File: src/rtl/dual_timer_pkg.sv
`timescale 1ns/1ps
package dual_timer_pkg;
   localparam int WORD_AW = 2;
   // register window word index, decode depends on mode
   typedef enum logic [WORD_AW-1:0] {
      W_HI_LIM   = 2'd0,
      W_LO_CNT   = 2'd1,
      W_LIM_KEEP = 2'd2,
      W_CTRL     = 2'd3
   } word_e;
endpackage

File: src/rtl/dual_timer_mode.sv
`timescale 1ns/1ps
module dual_timer_mode #(
   parameter int SYNC_STAGES = 0
) (
   input  logic clk,
   input  logic rst_n,
   input  logic user_mode,
   output logic mode_user,
   output logic enter_user,
   output logic leave_user
);
   logic samp;

   generate
      if (SYNC_STAGES == 0) begin : g_direct
         assign samp = user_mode;
      end else begin : g_sync
         logic [SYNC_STAGES-1:0] chain_q;
         always_ff @(posedge clk or negedge rst_n) begin
            if (!rst_n) chain_q <= '0;
            else        chain_q <= {chain_q[SYNC_STAGES-2+1-1:0], user_mode} >> 0;
         end
         assign samp = chain_q[SYNC_STAGES-1];
      end
   endgenerate

   always_ff @(posedge clk or negedge rst_n) begin
      if (!rst_n) mode_user <= 1'b0;
      else        mode_user <= samp;
   end

   assign enter_user = samp & ~mode_user;
   assign leave_user = ~samp & mode_user;
endmodule

File: src/rtl/dual_timer_core.sv
`timescale 1ns/1ps
module dual_timer_core
   import dual_timer_pkg::*;
#(
   parameter int FRAC_W = 9,
   parameter int SYS_W  = 31,
   parameter int USER_W = 63,
   parameter int DATA_W = 32
) (
   input  logic                      clk,
   input  logic                      rst_n,
   input  logic                      is_user,
   input  logic                      enter_user,
   input  logic                      leave_user,
   input  logic                      tick,
   input  logic                      wr_en,
   input  logic                      rd_en,
   input  word_e                     addr,
   input  logic [DATA_W-1:0]         wdata,
   output logic [USER_W-FRAC_W-1:0]  cnt_q,
   output logic [SYS_W-FRAC_W-1:0]   lim_q,
   output logic                      reached_q,
   output logic                      irq_q,
   output logic                      run_q
);
   localparam int SYS_P = SYS_W - FRAC_W;
   localparam int USR_P = USER_W - FRAC_W;
   localparam int LO_P  = DATA_W - FRAC_W;

   logic [SYS_P-1:0] term_m1;
   logic [USR_P-1:0] cnt_inc;
   logic             sys_wrap;

   always_comb begin
      term_m1  = (lim_q == '0) ? '1 : lim_q - 1'b1;
      sys_wrap = cnt_q[SYS_P-1:0] >= term_m1;
      cnt_inc  = cnt_q + 1'b1;
   end

   always_ff @(posedge clk or negedge rst_n) begin
      if (!rst_n) begin
         cnt_q     <= '0;
         lim_q     <= '0;
         reached_q <= 1'b0;
         irq_q     <= 1'b0;
         run_q     <= 1'b1;
      end else if (enter_user) begin
         irq_q <= 1'b0;
         run_q <= 1'b0;
         lim_q <= '0;
      end else if (leave_user) begin
         run_q     <= 1'b1;
         cnt_q     <= '0;
         reached_q <= 1'b0;
      end else if (wr_en) begin
         unique case (addr)
            W_HI_LIM: begin
               if (is_user) begin
                  cnt_q[USR_P-1:LO_P] <= wdata[USR_P-LO_P-1:0];
               end else begin
                  lim_q <= wdata[SYS_W-1:FRAC_W];
                  cnt_q <= '0;
                  irq_q <= 1'b0;
               end
               reached_q <= 1'b0;
            end
            W_LO_CNT: begin
               if (is_user) begin
                  cnt_q[LO_P-1:0] <= wdata[DATA_W-1:FRAC_W];
                  reached_q       <= 1'b0;
               end
            end
            W_LIM_KEEP: lim_q <= wdata[SYS_W-1:FRAC_W];
            W_CTRL:     if (is_user) run_q <= wdata[0];
            default: ;
         endcase
      end else begin
         if (rd_en && addr == W_HI_LIM && !is_user) begin
            reached_q <= 1'b0;
            irq_q     <= 1'b0;
         end
         if (tick) begin
            if (!is_user) begin
               if (sys_wrap) begin
                  cnt_q     <= '0;
                  reached_q <= 1'b1;
                  irq_q     <= 1'b1;
               end else begin
                  cnt_q <= cnt_inc;
               end
            end else if (run_q) begin
               if (&cnt_q) begin
                  reached_q <= 1'b1;
               end else begin
                  cnt_q <= cnt_inc;
                  if (&cnt_inc) reached_q <= 1'b1;
               end
            end
         end
      end
   end
endmodule

File: src/rtl/dual_timer_rdmux.sv
`timescale 1ns/1ps
module dual_timer_rdmux
   import dual_timer_pkg::*;
#(
   parameter int FRAC_W = 9,
   parameter int SYS_W  = 31,
   parameter int USER_W = 63,
   parameter int DATA_W = 32
) (
   input  logic                     is_user,
   input  word_e                    addr,
   input  logic [USER_W-FRAC_W-1:0] cnt_q,
   input  logic [SYS_W-FRAC_W-1:0]  lim_q,
   input  logic                     reached_q,
   input  logic                     run_q,
   output logic [DATA_W-1:0]        rdata
);
   localparam int SYS_P = SYS_W - FRAC_W;
   localparam int USR_P = USER_W - FRAC_W;
   localparam int LO_P  = DATA_W - FRAC_W;
   localparam int HI_P  = USR_P - LO_P;

   always_comb begin
      rdata = '0;
      unique case (addr)
         W_HI_LIM: begin
            if (is_user) begin
               rdata[HI_P-1:0]   = cnt_q[USR_P-1:LO_P];
               rdata[DATA_W-1]   = reached_q;
            end else begin
               rdata[SYS_W-1:FRAC_W] = lim_q;
            end
         end
         W_LO_CNT: begin
            if (is_user) begin
               rdata[DATA_W-1:FRAC_W] = cnt_q[LO_P-1:0];
            end else begin
               rdata[SYS_W-1:FRAC_W] = cnt_q[SYS_P-1:0];
               rdata[DATA_W-1]       = reached_q;
            end
         end
         W_CTRL:  rdata[0] = run_q;
         default: rdata = '0;
      endcase
   end
endmodule

File: src/rtl/dual_timer.sv
`timescale 1ns/1ps
module dual_timer
   import dual_timer_pkg::*;
#(
   parameter int FRAC_W      = 9,
   parameter int SYS_W       = 31,
   parameter int USER_W      = 63,
   parameter int DATA_W      = 32,
   parameter int SYNC_STAGES = 0
) (
   input  logic               clk,
   input  logic               rst_n,
   input  logic               tick,
   input  logic               user_mode,
   input  logic               bus_sel,
   input  logic               bus_wr,
   input  logic [1:0]         bus_addr,
   input  logic [DATA_W-1:0]  bus_wdata,
   output logic [DATA_W-1:0]  bus_rdata,
   output logic               irq
);
   localparam int SYS_P = SYS_W - FRAC_W;
   localparam int USR_P = USER_W - FRAC_W;

   generate
      if (SYS_W > DATA_W - 1) begin : g_bad_sys
         $error("SYS_W must leave the top data bit for the reached flag");
      end
      if (USER_W <= DATA_W || USER_W > 2*DATA_W - 1) begin : g_bad_user
         $error("USER_W must span two words with the top bit free");
      end
      if (FRAC_W < 1 || FRAC_W >= SYS_W) begin : g_bad_frac
         $error("FRAC_W out of range");
      end
      if (SYNC_STAGES < 0 || SYNC_STAGES > 3) begin : g_bad_sync
         $error("SYNC_STAGES must be 0..3");
      end
   endgenerate

   logic             mode_user, enter_user, leave_user, mode_chg;
   logic             wr_en, rd_en;
   logic [USR_P-1:0] cnt_q;
   logic [SYS_P-1:0] lim_q;
   logic             reached_q, run_q;
   word_e            addr;

   assign wr_en    = bus_sel & bus_wr;
   assign rd_en    = bus_sel & ~bus_wr;
   assign addr     = word_e'(bus_addr);
   assign mode_chg = enter_user | leave_user;

   dual_timer_mode #(.SYNC_STAGES(SYNC_STAGES)) u_mode (
      .clk(clk), .rst_n(rst_n), .user_mode(user_mode),
      .mode_user(mode_user), .enter_user(enter_user), .leave_user(leave_user)
   );

   dual_timer_core #(.FRAC_W(FRAC_W), .SYS_W(SYS_W), .USER_W(USER_W), .DATA_W(DATA_W)) u_core (
      .clk(clk), .rst_n(rst_n), .is_user(mode_user),
      .enter_user(enter_user), .leave_user(leave_user), .tick(tick),
      .wr_en(wr_en), .rd_en(rd_en), .addr(addr), .wdata(bus_wdata),
      .cnt_q(cnt_q), .lim_q(lim_q), .reached_q(reached_q), .irq_q(irq), .run_q(run_q)
   );

   dual_timer_rdmux #(.FRAC_W(FRAC_W), .SYS_W(SYS_W), .USER_W(USER_W), .DATA_W(DATA_W)) u_rd (
      .is_user(mode_user), .addr(addr), .cnt_q(cnt_q), .lim_q(lim_q),
      .reached_q(reached_q), .run_q(run_q), .rdata(bus_rdata)
   );
endmodule

File: config.mk
export PLATFORM = sky130hd
export DESIGN_NAME = dual_timer
export DESIGN_NICKNAME = d
export VERILOG_FILES = /design/src/rtl/dual_timer_pkg.sv /design/src/rtl/dual_timer_mode.sv /design/src/rtl/dual_timer_core.sv /design/src/rtl/dual_timer_rdmux.sv /design/src/rtl/dual_timer.sv
export SDC_FILE = /design/constraint.sdc
export NUM_CORES = 1
export LEC_CHECK = 0
export ABC_AREA = 1
export BUFFER_PORTS_ARGS = -buffer_cell sky130_fd_sc_hd__buf_2
export CAP_MARGIN = 20
export CORE_MARGIN = 3
export CORE_UTILIZATION = 50
export DETAILED_ROUTE_END_ITERATION = 16
export GPL_TIMING_DRIVEN = 0
export PLACE_DENSITY = 0.69
export SYNTH_ARGS = -nofsm -noshare
export SYNTH_HDL_FRONTEND = slang
export SYNTH_SLANG_ARGS = --single-unit
File: constraint.sdc
create_clock -name clk -period 6.2 [get_ports clk]
set_clock_uncertainty 0.1 [all_clocks]
set_input_delay 0.62 -clock clk [delete_from_list [all_inputs] [get_ports clk]]
set_output_delay 0.62 -clock clk [all_outputs]
set_load 0.005 [all_outputs]
# Yosys cells after proc, flatten, opt, wreduce, memory -nomap -nowiden
# Index checks and enable logic that the tools add are counted.
# W data, S select, Z words.
[totals]
regBits = 80
inputBits = 40
wordCells = 100
[classes]
add_sub_neg = 2
n_lt_le_gt_ge = 1
n_eq_ne = 13
muxes = 50
bitwise_logic = 8
reduce_logical = 19
[op_table]
columns = ["operator", "count"]
rows = [
  ["$mux W54", 7],
  ["$mux W22", 6],
  ["$reduce_and A54 Y1", 2],
  ["$pmux W23 S2", 2],
  ["$mux W23", 3],
  ["$mux W31", 2],
  ["$add A54 B1 Y54 const B", 1],
  ["$pmux W22 S2", 1],
  ["$mux W1", 25],
  ["$ge A22 B22 Y1", 1],
  ["$logic_not A22 Y1", 1],
  ["$sub A22 B1 Y22 const B", 1],
  ["$reduce_bool A3 Y1", 5],
  ["$ne A3 B3 Y1 const B", 4],
  ["$ne A4 B4 Y1 const B", 3],
  ["$mux W9", 1],
  ["$reduce_and A3 Y1", 3],
  ["$mux W8", 1],
  ["$reduce_and A7 Y1", 1],
  ["$reduce_and A5 Y1", 1],
  ["$and A1 B1 Y1", 4],
  ["$eq A2 B2 Y1 const B", 2],
  ["$ne A4 B2 Y1 const B", 1],
  ["$ne A4 B3 Y1 const B", 1],
  ["9 further kinds", 14],
]

# Depth between registers and ports, before layout
# Gate-level depths: netlist of run 1.
[logic_depth]
word_depth = 12
ltp_mapped = 25

# Modules after synthesis
# From an unflattened synthesis of run 1, not the netlist that was laid out.
[unflattened]
hier_cells = 1319
hier_area_um2 = 7905.1
[modules_own_cells]
columns = ["module", "n_inst", "cells_per_inst", "area_per_inst_um2"]
rows = [
  ["dual_timer_core", 1, 1133, 7054.3],
  ["dual_timer_rdmux", 1, 177, 793.3],
  ["dual_timer_mode", 1, 5, 40.0],
  ["dual_timer", 1, 4, 17.5],
]

# Worst setup path before layout of run 1
# No wires, ideal clock.
[synth_timing]
path_type = "register -> register"
from = "register u_core.lim_q[2]"
to = "register u_core.cnt_q[20]"
setup_ns = 0.087
arrival_time_ns = 3.175
setup_slack_ns = 2.838
path_stages_with_launch = 23
path_buffers = 2
path_cell_list = "dfrtp_1 -> nor2_1 -> inv_1 -> nor2_1 -> inv_1 -> nor2_1 -> nand2_1 -> nor3_2 -> nand2_1 -> nor4_4 -> nand2_1 -> o21ai_0 -> a22oi_1 -> ha_1 -> a21oi_1 -> o21ai_0 -> a21oi_1 -> o21ai_0 -> nand2_1 -> buf_2 -> clkbuf_1 -> nand4_1 -> a22oi_1"
[synth_between]
elab_chain_cells = 8
word_cells_on_any_way = 9
[synth_rtl]
columns = ["item", "line_no", "rtl"]
rows = [
  ["start: declaration", "dual_timer_core.sv:21", "output logic [SYS_W-FRAC_W-1:0] lim_q,"],
  ["start signal: assignment", "dual_timer_core.sv:61", "lim_q <= wdata[SYS_W-1:FRAC_W];"],
  ["start signal: assignment", "dual_timer_core.sv:73", "W_LIM_KEEP: lim_q <= wdata[SYS_W-1:FRAC_W];"],
  ["$sub A22 B1 Y22 or $logic_not A22 Y1 (tied branches)", "dual_timer_core.sv:35", "term_m1 = (lim_q == '0) ? '1 : lim_q - 1'b1;"],
  ["$mux W22 *", "dual_timer_core.sv:35", ""],
  ["$ge A22 B22 Y1 *", "dual_timer_core.sv:36", "sys_wrap = cnt_q[SYS_P-1:0] >= term_m1;"],
  ["$mux W54 *", "dual_timer_core.sv:84", "if (sys_wrap) begin"],
  ["$mux W54 *", "dual_timer_core.sv:83", "if (!is_user) begin"],
  ["$mux W54 *", "dual_timer_core.sv:82", "if (tick) begin"],
  ["$mux W54 *", "dual_timer_core.sv:55", "end else if (wr_en) begin"],
  ["$mux W54 *", "dual_timer_core.sv:51", "end else if (leave_user) begin"],
  ["end signal: indexed assignment", "dual_timer_core.sv:59", "cnt_q[USR_P-1:LO_P] <= wdata[USR_P-LO_P-1:0];"],
  ["end signal: assignment", "dual_timer_core.sv:89", "cnt_q <= cnt_inc;"],
  ["end signal: assignment", "dual_timer_core.sv:95", "cnt_q <= cnt_inc;"],
  ["end: declaration", "dual_timer_core.sv:20", "output logic [USER_W-FRAC_W-1:0] cnt_q,"],
]
# Every way passes the cells marked *; elsewhere a longest branch is shown, timed or not. The select of a mux whose other input is x is not followed.
# A chain may end at the register's enable or synchronous reset.

# Worst setup path after layout of run 1
# Same ends and word-level chain as after synthesis.

==> results.toml, run 1 <==
[cts]
cts_setup_buffers = 0
clock-sinks = 80
cts_tree = "built"
ctsHoldBuffers = 0
ctsResizeCount = 0
htreeDepth = 3
clockRootBuffer = "clkbuf_16"
cts_buffer_depth = 2
cts_buffers = 9
clk_pin_slew_ns = 0.07
insertion_delay_ns = 0.35

[synthesis]
yosysWarnings = 0
synth.avg_cell_area_um2 = 6.210
yosysTopAreaCell = "dfrtp_1"
yosys_register_bits = 80
syn_inst = 1199
ys_async_sr_fraction_pct = 100.0
synth_cell_type_count = 42
synth.net_count = 1269
synthFlopType = "dfrtp_1"
synth_area_leaders = "dfrtp_1 (27%), nand2_1 (16%), nor2_1 (9.4%)"
syn_area_mm2 = 0.007446
synth_top_area_share_pct = 26.55
ys_seq_area_share_pct = 26.90
synth_edf_count = 0

[final_layout]
fillerInstances = 1486
fin_util_pct = 58.92
drive_gt1_share_pct = 10.48
register_area_mm2 = 0.002003
multi_input_area_mm2 = 0.004747
num_antenna_cells = 0
final_nets = 1353
area_growth_pct = 12.40

[run]
max_cap_violations = 0

[power]
sequentialPowerShare_pct = 34.0
power.density_mw_per_mm2 = 268.6
pwr-share-comb_pct = 40.5
power.leakage_nw = 3.840
intPower_w = 0.001249
vdd_ir_drop_max_v = 0.0001525
p_clk_share_pct = 25.6
power_switching_share_pct = 44.45
switchingPower_w = 0.0009990

[floorplan]
io_pins = 73
num_rows = 43
dieArea_mm2 = 0.01639
core_area_mm2 = 0.01420
die_w_um = 128.0
die_y_um = 128.0
start_util_pct = 52.42

[critical_path]
cp.arrival_ns = 4.66
worstPathRequired_ns = 6.36
r2r_cells = 22
crit_top_cell = "nand2_1"
crit_type = "flip-flop to flip-flop"
cp_top_family = "simple AND/OR/NAND/NOR gates"
crit_cells = 22
cpPeakStageDelay_ns = 0.44
cp-end-kind = "flip-flop"
crit_buf_inv = 4
path_max_fanout = 10
path_cells = "nor2_1 > inv_1 > nor2_1 > inv_1 > nor2_1 > nand2_1 > nor3_2 > nand2_1 > nor4_4 > nand2_1 > o21ai_0 > a22oi_1 > ha_1 > a21oi_1 > o21ai_0 > a21oi_1 > o21ai_0 > nand2_1 > buf_2 > clkbuf_1 > nand4_1 > a22oi_1"
worst_setup_path_start_kind = "flip-flop"
slowest_stage = "clkbuf_1"

[grt]
grt.busiest_layer = "met2"
antenna_found_initial = 0
first_global_vias = 8102
grt_util_all_layers_pct = 37.80
met1_usage_pct = 52.29
grt_max_degree = 57
use_met3_pct = 7.542
grt_pass1_wl_um = 47010
grt_overflow = 0
grt_use_met2_pct = 57.58

[sta]
rsz0062_at_grt = "false"
setup_viol_count_final = 0
setup_tns_ns = 0
fmax_mhz = 222.1
fin_crit_ns = 4.502
finalHoldViolations = 0
fin_crit_sh_pct = 72.61
slew_violations = 0
max-slew-margin-rel_pct = 47.51
worst_pin_slew_ns = 0.7874

[drt]
totalWireLength_um = 30880
via_count = 8823
wl_per_cell_um = 21.03
firstDrtPassIters = 6
drtAntennaViolNets = 0
drt_iter0_markers = 1269
via_per_inst = 6.010
drc = 0

[placed_design]
gp_congestion = 1.031
place_hpwl_um = 25290
numPortBuffers = 72

[min_path]
hold_class = "input port to async pin"

[run_status]
outcome = "completed"
[path summary, 6_finish.rpt]
path	slack (ns)	start	to
max reg2reg	1.70	u_core.lim_q[2]	u_core.cnt_q[20]
min reg2reg	0.44	u_core.run_q	u_core.run_q
max	1.70	u_core.lim_q[2]	u_core.cnt_q[20]
max in group asynchronous	5.28	rst_n	u_mode.mode_user
min	0.08	rst_n	u_core.cnt_q[37]
min in group clk	0.33	user_mode	u_mode.mode_user
[synthesized netlist by cell type, types with 2 or more instances]
master and instances:
nor3b_1 3, nand4_1 28, o211ai_1 4, or2_2 2, dfrtp_1 79, nor3_1 8
o21ai_0 53, nand2_2 7, ha_1 30, nor2_1 187, nand2_4 3, inv_2 2
buf_2 7, o21bai_1 2, o221ai_1 22, xor2_1 5, o22ai_1 23, buf_4 2
nor3_2 3, nor2_4 9, nand3_1 108, a22oi_1 45, nor4_1 3, a21oi_1 51
nand2_1 320, nor2_2 8, a31oi_1 4, inv_1 136, clkbuf_1 29, buf_1 4
[through the flow]
stage	power, W	setup slack (ns)	hold slack [ns]	instance area [um2]	instances
floorplan	0.001337	2.838	0.2244	7446	1199
global placement	0.001626	1.880	0.3962	8031	1451
detailed placement	0.001641	1.863	0.4328	8061	1452
CTS	0.002214	1.834	0.08984	8369	1468
global route	0.002389	1.382	0.09652	8369	1468
finish	0.002248	1.698	0.08074	8369	1468
[power by group through the flow]
stage	clock network (W)	registers, W	logic [W]
after floorplan	0	0.000717	0.000620
after global placement	0	0.000763	0.000863
after detailed placement	0	0.000766	0.000875
after CTS	0.000574	0.000756	0.000884
after global routing	0.000600	0.000777	0.00101
final	0.000575	0.000764	0.000909
[cells by family (layout without fill, tap and decap cells)]
family | after synthesis | after routing | synth area share [%]
and+or+nand+nor | 693 | 693 | 40.51
AOI/OAI and AO/OA | 209 | 209 | 17.49
buffers and inverters | 181 | 270 | 9.343
DFF | 80 | 80 | 26.90
adders and majority gates | 30 | 30 | 5.041
xor gates and xnor gates | 6 | 6 | 0.7058
[per-layer routing]
layer / part of all wire (%) / wire (um) / vias up
met2: 44 / 13530 / 510
li1: - / - / 4186
met1: 42 / 12920 / 4055
met3: 10 / 3234 / 72
met4: 3.9 / 1189 / 0
met5: 0 / 0 / -
[cell usage in the layout, fill, tap and decap left out, drive strengths merged]
cell type and n:
o32ai 1, dfrtp 79, bufinv 1, nor4 4
ha 30, o21a 1, o22ai 23, nand4 28
and2 1, nor2 204, a21oi 51, inv 138
o21bai 2, o21ai 54, xnor2 1, a31oi 4
nand3b 1, clkbuf 40, dfstp 1, clkinv 3
xor2 5, nand3 109, buf 86, clkinvlp 2
o31ai 1, o2111ai 1, nand2 330, or2 2
a22oi 45, o211ai 4, nor3b 3, o221ai 22
nor3 11
[sequential cells by signal, indices dropped and copies added, names as in the netlist]
signal and flops:
u_core.cnt_q 54, u_core.irq_q 1, u_core.lim_q 22, u_core.reached_q 1
u_core.run_q 1, u_mode.mode_user 1
[cell type report]
type                            count  area share [%]
Multi-Input combinational cell    938           56.72
Sequential cell                    80           23.93
Inverter                          139           6.234
Timing Repair Buffer               73           4.664
Clock buffer                       11           3.020
Tap cell                          180           2.691
Buffer                             42           2.078
Clock inverter                      5          0.6578
(Power assumes the default switching activity.)
==> inputs of run 2 (changes only) <==
--- a/config.mk
+++ b/config.mk
@@ -5,7 +5,7 @@
 export SDC_FILE = /design/constraint.sdc
 export NUM_CORES = 1
 export LEC_CHECK = 0
-export ABC_AREA = 1
+export ABC_AREA = 0
 export BUFFER_PORTS_ARGS = -buffer_cell sky130_fd_sc_hd__buf_2
 export CAP_MARGIN = 20
 export CORE_MARGIN = 3
==> constraint.sdc (replaced) <==
create_clock -name clk -period 4.6 [get_ports clk]
set_clock_uncertainty 0.1 [all_clocks]
set_input_delay 0.46 -clock clk [delete_from_list [all_inputs] [get_ports clk]]
set_output_delay 0.46 -clock clk [all_outputs]
set_load 0.005 [all_outputs]
==> run 2 against run 1 <==
Cell count decreased by 21%. Count of clock-buffer cells in the layout up 2. Highest routed layer is now met5. Sequential cell count stayed put. Utilization grew 2.5 points. Via count down 9.9%. Critical path depth shrank 13. Synthesized area down 6.2%.
==> results.toml, run 2 <==
[power]
power.density_mw_per_mm2 = 369.6
vdd_ir_drop_max_v = 0.0002166
power.leakage_nw = 3.486

[final_layout]
final_nets = 1048
area_growth_pct = 18.28
fin_util_pct = 61.44
largest_reg_flops = 54
final_cell_mix = "nand2_1 (84), buf_2 (76), dfrtp_1 (73)"
final_common_cell = "nand2_1"
top_regs = "u_core.cnt_q: 54 flops, u_core.lim_q: 22 flops"
regMostFlops = "u_core.cnt_q"
num_antenna_cells = 0
drive_gt1_share_pct = 18.92
stdcell_area_mm2 = 0.008265

[synthesis]
synth_common_cells = "nand2_1 (85), dfrtp_1 (79), nor2_1 (70)"
synth.net_count = 947
synth_most_common_cell = "nand2_1"
synth_top_area_share_pct = 28.29
yosys_register_bits = 80
syn_inst = 877
syn_area_mm2 = 0.006988
ys_async_sr_fraction_pct = 100.0
synth_edf_count = 0
synthFlopType = "dfrtp_1"
yosysTopAreaCell = "dfrtp_1"
synth.avg_cell_area_um2 = 7.968
ys_seq_area_share_pct = 28.67
yosysWarnings = 0
synth_area_leaders = "dfrtp_1 (28%), ha_1 (5.4%), nand2_1 (4.6%)"
synth_cell_type_count = 65

[critical_path]
reg2reg_slack_ns = 0.18
crit_end = "u_core.reached_q"
worstPathRequired_ns = 4.77
worst_setup_path_start_kind = "flip-flop"
cp-startpoint = "u_core.cnt_q[15]"
path_max_fanout = 9
crit_type = "flip-flop to flip-flop"
r2r_cells = 9
cp.arrival_ns = 4.59
worstReg2RegEnd = "u_core.reached_q"
rr_startpoint = "u_core.cnt_q[15]"
cp-end-kind = "flip-flop"

[grt]
grt_pass1_wl_um = 44460
grt_util_all_layers_pct = 37.05
antenna_found_initial = 1
first_global_vias = 7268
grt_overflow = 0
grt_max_degree = 63

[floorplan]
core_area_mm2 = 0.01345
io_pins = 73
start_util_pct = 51.94
die_w_um = 124.2
die_y_um = 124.2
dieArea_mm2 = 0.01543
num_rows = 42

[min_path]
hold_class = "input port to flip-flop"
min_from = "user_mode"

[drt]
drtAntennaViolNets = 0
drt_iter0_markers = 1134
via_count = 7947
drc = 0
firstDrtPassIters = 6
totalWireLength_um = 29590
wl_per_cell_um = 25.53
via_per_inst = 6.857

[sta]
max-slew-margin-rel_pct = 25.70
fin_crit_sh_pct = 96.11
fmax_mhz = 226.2
finalHoldViolations = 0
setup_viol_count_final = 0
slew_violations = 0
worst_pin_slew_ns = 1.104
fin_crit_ns = 4.421

[cts]
clock-sinks = 80
htreeDepth = 3
cts_buffers = 9
cts_tree = "built"
insertion_delay_ns = 0.36
clockRootBuffer = "clkbuf_16"
cts_buffer_depth = 2
clk_pin_slew_ns = 0.07

[run]
max_cap_violations = 0

[placed_design]
place_area_mm2 = 0.007599
place_hpwl_um = 21880
gp_congestion = 0.9890
numPortBuffers = 72

[run_status]
outcome = "completed"
[run 2: cells by family (layout without fill, tap and decap cells)]
logic type / Yosys count / in the layout / share of synthesized area, %
compound gates: 214 / 214 / 21.49
xor+xnor: 37 / 37 / 4.637
fa+ha+maj: 30 / 30 / 5.372
buf+inv: 92 / 198 / 5.192
flops: 80 / 80 / 28.67
mux: 32 / 32 / 4.942
simple gates: 392 / 392 / 29.70
[run 2: worst max-delay path, stage by stage, from the launching register on]
cell       delay (ns)
dfrtp_1          0.36
clkbuf_1         0.40
nand3_1          0.47
nor2_1           0.72
nand4_1          0.30
xor2_1           0.26
a2111oi_0        0.62
nand4_1          0.26
or4_1            0.58
a221oi_2         0.27
[run 2: final cells by class]
type	count	area (um2)
flip-flops and latches	80	2011
fillers	1267	5187
inverters	27	101.3
repair buffers	91	528.0
multi-input cells	705	4780
clock buffers	13	260.3
plain buffers	64	325.3
well taps	176	220.2
clock inverters	3	40.04
[run 2: timing repair]
action / CTS / global route
hold endpoints to repair: 18 / 0
gates cloned: 0 / 0
pin swaps: 3 / 11
hold buffers: 1 / 0
endpoints found under the setup margin: 56 / 53
gates resized for setup: 33 / 42
setup buffers: 6 / 11
[run 2: worst min-delay path by stage]
stage	slack (ns)	endpoint	depth (start not counted)
after CTS	0.18	u_mode.mode_user	1
after floorplan	0.06	u_core.cnt_q[0]	0
final	0.18	u_mode.mode_user	1
after global routing	0.19	u_mode.mode_user	1
after global placement	0.41	u_core.lim_q[1]	2
after detailed placement	0.28	u_core.lim_q[21]	1
[run 2: per-layer routing]
metal / share of wire (%) / up-vias / global-route usage [%]
met5: 0.034 / - / 0
met4: 4.8 / 2 / 16.25
met3: 12 / 103 / 9.064
met2: 41 / 566 / 52.35
met1: 42 / 3762 / 53.47
li1: - / 3514 / -
[run 2: stage by stage]
step	total power [W]	hold WS [ns]	std cells	worst slack (ns)	setup TNS, ns
after CTS	0.002916	0.1808	1148	0.009345	0
after global placement	0.002075	0.4099	1125	-1.871	-86.47
after floorplan	0.001674	0.06441	877	0.01556	0
final	0.003055	0.1809	1159	0.1791	0
after global routing	0.003203	0.1873	1159	-0.03493	-0.3422
after detailed placement	0.002089	0.2754	1126	-1.819	-84.68
[run 2: report_power, final]
group	switching, W	total (W)	internal [W]
Combinational	0.000764	0.00129	0.000523
Clock	0.000318	0.000768	0.000450
Sequential	0.000182	0.00100	0.000818
Total	0.00126	0.00305	0.00179
